File: src/rtl/mult_pkg.sv
package mult_pkg;
  typedef enum logic [2:0] {
    ST_IDLE  = 3'b000,
    ST_INIT  = 3'b001,
    ST_TEST  = 3'b010,
    ST_ADD   = 3'b011,
    ST_SHIFT = 3'b100
  } mstate_e;
endpackage

File: src/rtl/mult_ctrl.sv
module mult_ctrl
  import mult_pkg::*;
#(
  parameter int W = 8
) (
  input  logic clk,
  input  logic rst_n,
  input  logic start,
  input  logic lsb,
  output logic do_load,
  output logic do_add,
  output logic do_shift,
  output logic stop
);
  localparam int CW = (W > 1) ? $clog2(W) : 1;
  localparam logic [CW-1:0] LAST = CW'(W - 1);

  mstate_e st, st_nx;
  logic [CW-1:0] cnt;
  logic last;

  assign last = (cnt == LAST);

  always_comb begin
    st_nx = st;
    unique case (st)
      ST_IDLE:  if (start) st_nx = ST_INIT;
      ST_INIT:  st_nx = ST_TEST;
      ST_TEST:  st_nx = lsb ? ST_ADD : ST_SHIFT;
      ST_ADD:   st_nx = ST_SHIFT;
      ST_SHIFT: st_nx = last ? ST_IDLE : ST_TEST;
      default:  st_nx = ST_IDLE;
    endcase
  end

  always_ff @(posedge clk or negedge rst_n) begin
    if (!rst_n) begin
      st  <= ST_IDLE;
      cnt <= '0;
    end else begin
      st <= st_nx;
      if (st == ST_SHIFT) cnt <= last ? '0 : cnt + 1'b1;
    end
  end

  assign stop     = (st == ST_IDLE);
  assign do_load  = (st == ST_INIT);
  assign do_add   = (st == ST_ADD);
  assign do_shift = (st == ST_SHIFT);
endmodule

File: src/rtl/mult_dpath.sv
module mult_dpath #(
  parameter int W = 8
) (
  input  logic           clk,
  input  logic           rst_n,
  input  logic           do_load,
  input  logic           do_add,
  input  logic           do_shift,
  input  logic [W-1:0]   mcand,
  input  logic [W-1:0]   mplier,
  output logic           lsb,
  output logic [2*W-1:0] product
);
  localparam int CH = 2 * W + 1;

  function automatic logic [W:0] acc_plus(input logic [W-1:0] a, input logic [W-1:0] b);
    return {1'b0, a} + {1'b0, b};
  endfunction

  function automatic logic [CH-1:0] chain_right(input logic [CH-1:0] c);
    return {1'b0, c[CH-1:1]};
  endfunction

  logic [W-1:0] ra, acc, rb;
  logic         cy;

  always_ff @(posedge clk or negedge rst_n) begin
    if (!rst_n) begin
      ra  <= '0;
      acc <= '0;
      rb  <= '0;
      cy  <= 1'b0;
    end else if (do_load) begin
      ra  <= mcand;
      rb  <= mplier;
      acc <= '0;
      cy  <= 1'b0;
    end else if (do_add) begin
      {cy, acc} <= acc_plus(acc, ra);
    end else if (do_shift) begin
      {cy, acc, rb} <= chain_right({cy, acc, rb});
    end
  end

  assign lsb     = rb[0];
  assign product = {acc, rb};
endmodule

File: src/rtl/seq_mult.sv
module seq_mult #(
  parameter int W = 8
) (
  input  logic           clk,
  input  logic           rst_n,
  input  logic           start,
  input  logic [W-1:0]   mcand,
  input  logic [W-1:0]   mplier,
  output logic [2*W-1:0] product,
  output logic           stop
);
  logic do_load, do_add, do_shift, lsb;

  mult_ctrl #(.W(W)) u_ctrl (
    .clk(clk), .rst_n(rst_n), .start(start), .lsb(lsb),
    .do_load(do_load), .do_add(do_add), .do_shift(do_shift), .stop(stop)
  );

  mult_dpath #(.W(W)) u_dpath (
    .clk(clk), .rst_n(rst_n), .do_load(do_load), .do_add(do_add),
    .do_shift(do_shift), .mcand(mcand), .mplier(mplier),
    .lsb(lsb), .product(product)
  );
endmodule

File: config.mk
export PLATFORM = sky130hd
export DESIGN_NAME = seq_mult
export DESIGN_NICKNAME = d
export VERILOG_FILES = /design/src/rtl/mult_pkg.sv /design/src/rtl/mult_ctrl.sv /design/src/rtl/mult_dpath.sv /design/src/rtl/seq_mult.sv
export SDC_FILE = /design/constraint.sdc
export NUM_CORES = 1
export LEC_CHECK = 0
export BUFFER_PORTS_ARGS = -buffer_cell sky130_fd_sc_hd__buf_2
export CAP_MARGIN = 10
export CORE_MARGIN = 2
export CORE_UTILIZATION = 59
export DETAILED_ROUTE_END_ITERATION = 7
export PLACE_DENSITY = 0.81
export SLEW_MARGIN = 10
export SYNTH_ARGS = -nofsm -noshare
export SYNTH_HDL_FRONTEND = slang
export SYNTH_SLANG_ARGS = --single-unit
File: constraint.sdc
create_clock -name clk -period 3.3 [get_ports clk]
set_clock_uncertainty 0.05 [all_clocks]
set_input_delay 0.66 -clock clk [delete_from_list [all_inputs] [get_ports clk]]
set_output_delay 0.66 -clock clk [all_outputs]
set_load 0.1 [all_outputs]
After elaboration in Yosys (flattened, before gate mapping)
Index checks and enable logic that the tools add are counted.
{"block": "totals", "latchBits": 0, "in_bits": 19, "mem_count": 0, "mem_bits_ro": 0, "out_inout_bits": 17, "word_cells": 33, "ram_bits": 0, "regBits": 31}
{"block": "op_classes", "order_cmp": 0, "reduce_logical": 4, "n_bitwise": 0, "n_mul": 0, "n_mux": 14, "eq_ne": 7, "shifts": 0, "add_sub_neg": 2, "div_mod_pow": 0}
{"op": "$mux W8", "count": 6}
{"op": "$pmux W3 S5", "count": 1}
{"op": "$add A8 B8 Y9", "count": 1}
{"op": "$mux W3", "count": 3}
{"op": "$eq A3 B2 Y1 const B", "count": 2}
{"op": "$eq A3 B3 Y1 const B", "count": 2}
{"op": "$ne A2 B2 Y1 const B", "count": 2}
{"op": "$add A3 B1 Y3 const B", "count": 1}
{"op": "$eq A3 B1 Y1 const B", "count": 1}
{"op": "$logic_not A3 Y1", "count": 1}
{"op": "$mux W1", "count": 3}
{"op": "$reduce_bool A3 Y1", "count": 1}
{"op": "$mux W2", "count": 1}
{"op": "$reduce_and A2 Y1", "count": 1}
{"op": "$reduce_bool A2 Y1", "count": 1}

Depth between registers and ports, before layout
{"block": "logic_depth", "ltp_word": 4, "mapped_depth": 8, "ltp_nobuf": 8}

Hierarchy
From an unflattened synthesis, not the netlist that was laid out.
{"block": "hier_totals", "cells_unflattened": 166, "area_unflattened_um2": 1786.7}
{"mod": "mult_dpath", "area_each_um2": 1482.7, "cells_each": 143, "seq_area_each_um2": 625.6, "n_inst": 1}
{"mod": "mult_ctrl", "area_each_um2": 304.0, "cells_each": 23, "seq_area_each_um2": 150.1, "n_inst": 1}

Worst setup path before layout
Ideal clock, no wire load.
{"block": "synth_path", "path_kind": "reg-to-output", "start": "register u_ctrl.st[2]", "end": "output port stop", "n_path_buf": 3, "path_slack_ps": 461, "t_required_ps": 2590, "t_arrival_ps": 2129, "path_stages_with_launch": 5, "cell_sequence": "dfrtp_1 > buf_6 > buf_2 > buf_2 > nor2_1"}
{"block": "synth_between", "elab_chain_len": 1}
{"element": "from (decl)", "line_no": "mult_ctrl.sv:18", "text": "mstate_e st, st_nx;"}
{"element": "from (signal assigned)", "line_no": "mult_ctrl.sv:41", "text": "st <= st_nx;"}
{"element": "$logic_not A3 Y1", "line_no": "mult_ctrl.sv:46", "text": "assign stop = (st == ST_IDLE);"}
{"element": "to (decl)", "line_no": "seq_mult.sv:10", "text": "output logic stop"}
No other way between the ends.

Worst setup path after layout
{"block": "layout_path", "start": "register u_ctrl.st[0]", "end": "output port stop"}
Same word-level chain as after synthesis.

==> results.json <==
{
  "fmax_ghz": 0.347,
  "finalCritPeriodShare": 0.874,
  "dp.cells": 256,
  "antenna_found_initial": 0,
  "grt_setup_unrepaired": "no",
  "postRouteAntennaNets": 0,
  "clock_latency_ns": 0.33,
  "postSynthAreaPerCell_um2": 10.0,
  "relSlewSlack": 0.507,
  "tns_ns": 0,
  "die_y_um": 60.2,
  "synth_top_area_share": 0.417,
  "cts.sinks": 31,
  "drt-initial-drc-count": 98,
  "synthCells": 186,
  "area_delta_synth_final_pct": 12.8,
  "critPathBufInv": 2,
  "via_per_inst": 6.12,
  "tightest_slew_ns": 0.740,
  "cp-end-kind": "output pin",
  "critPathMaxFanout": 19,
  "ys_types": 42,
  "wire_per_inst_um": 15.8,
  "clockBufferDepth": 2,
  "diodes": 0,
  "synth_area_um2": 1860,
  "synth_top_cells_by_area": "dfrtp_1 (42%), ha_1 (6.7%), o22ai_1 (6.0%), mux2_2 (5.4%), a21oi_1 (4.8%)",
  "fin_ws_ns": 0.416,
  "yosys.area.top_type": "dfrtp_1",
  "postCtsHoldBufs": 0,
  "grt_max_degree": 41,
  "report.final.hold_viol_count": 0,
  "async_flop_share": 1.00,
  "fin_cells": 264,
  "synth_edf_count": 0,
  "critPathLaunchType": "register",
  "status": "finished clean",
  "ios": 36,
  "fin_crit_ns": 2.88,
  "cts.reportedPaths.clkPinSlew_ns": 0.10,
  "post-cts-setup-buffers": 0,
  "vias": 1615,
  "start_util": 0.615,
  "place.gp.congestion": 0.855,
  "synth_common_cells": "dfrtp_1 (31), a21oi_1 (18), o22ai_1 (18)",
  "drc": 0,
  "dieWidth_um": 60.2,
  "dieArea_um2": 3620,
  "seq_area_frac_synth": 0.417,
  "setup_viol": 0,
  "core_area_um2": 3030,
  "yosysWarnings": 0,
  "cts_tree": "done",
  "overflow": 0,
  "synth_fp_nets": 216,
  "port_buffers": 35,
  "cpPeakStageDelay_ns": 0.66,
  "dr.pass1.iters": 4,
  "root_buffer": "clkbuf_4",
  "grt_use_total": 0.270,
  "worstHoldPathType": "in2async",
  "arrival_ns": 2.17,
  "cp_slowest_cell": "dfrtp_1",
  "drive_gt1_frac": 0.286,
  "cts_inserted_buffers": 5,
  "worstPathRequired_ns": 2.59,
  "r2r_slack_ns": 1.07,
  "ctsHtreeMaxLevel": 2,
  "grt_pass1_wl_um": 7170,
  "grt_pass1_vias": 1600,
  "path_cells": "inv_4 > nand2_1 > nor2_1 > buf_2",
  "place_ws_ns": 0.794,
  "synthFlopType": "dfrtp_1",
  "ys_ff_latch": 31,
  "layout.nets": 249,
  "wirelength_um": 4180,
  "hpwlAfterDp_um": 3070,
  "ctsResizeCount": 0,
  "maxCapViolations": 0,
  "worst_path_dominant_cell_family": "buffers and inverters",
  "drv_slew": 0,
  "synth_most_common_cell": "dfrtp_1",
  "rows": 20,
  "criticalPathCategory": "reg2out"
}
[placed cells by master, fill, tap and decap left out, drive strengths merged, types with 3 or more instances in the layout]
cell,count
buf,36
o22ai,18
nor2b,7
clkbuf,8
ha,10
o21ai,12
a31oi,5
a21oi,18
nor2,11
nand2,13
nor3,4
a221oi,3
o22a,8
dfrtp,31
inv,5
mux2,9
[final cells by class]
type                       instances  area, µm²
sequential                        31        776
tap                               44       55.1
timing repair buffer              36        183
clock buffer                       8       68.8
fill                             236        928
multi-input combinational        140        996
inverter                           5       21.3
[sequential cells by signal (all words and copies together), names as in the netlist]
name,count
u_dpath.rb,8
u_ctrl.st,3
u_ctrl.cnt,3
u_dpath.ra,8
u_dpath.acc,8
u_dpath.cy,1
[layer usage]
metal | part of all wire | global-route usage | vias up
met5 | 0 | 0 | -
met4 | 0.029 | 0.124 | 0
met3 | 0.068 | 0.0714 | 16
met2 | 0.48 | 0.410 | 71
met1 | 0.42 | 0.358 | 765
li1 | - | - | 763
[final timing paths]
check                          startpoint        endpoint  cells past startpoint
min reg2reg                 u_ctrl.cnt[0]   u_ctrl.cnt[0]                      1
max                          u_ctrl.st[0]            stop                      4
max in group asynchronous           rst_n   u_dpath.ra[4]                      1
min in group clk            u_ctrl.cnt[0]   u_ctrl.cnt[0]                      1
max reg2reg                u_dpath.acc[0]  u_dpath.acc[6]                      8
min                                 rst_n   u_dpath.rb[3]                      1
[per-stage QoR]
stage / hold slack (ns) / util / instance area [µm²]
after global placement: 0.438 / 0.671 / 2030
after floorplan: 0.314 / - / 1860
after global routing: 0.336 / 0.693 / 2100
after CTS: 0.335 / 0.693 / 2100
after detailed placement: 0.452 / 0.671 / 2030
final: 0.299 / 0.693 / 2100
[logic make-up (layout without fill, tap and decap cells)]
kind of cell | after synthesis | after routing | share of synthesized area
flops | 31 | 31 | 0.417
fa+ha+maj | 11 | 11 | 0.0780
mux | 10 | 10 | 0.0598
buf+inv | 15 | 49 | 0.0484
xor+xnor | 4 | 4 | 0.0188
compound gates | 72 | 72 | 0.250
simple gates | 43 | 43 | 0.128
Power is left out: the tool's default activity adds up to more than one toggle a clock period on the data nets, which glitch-free logic cannot reach.
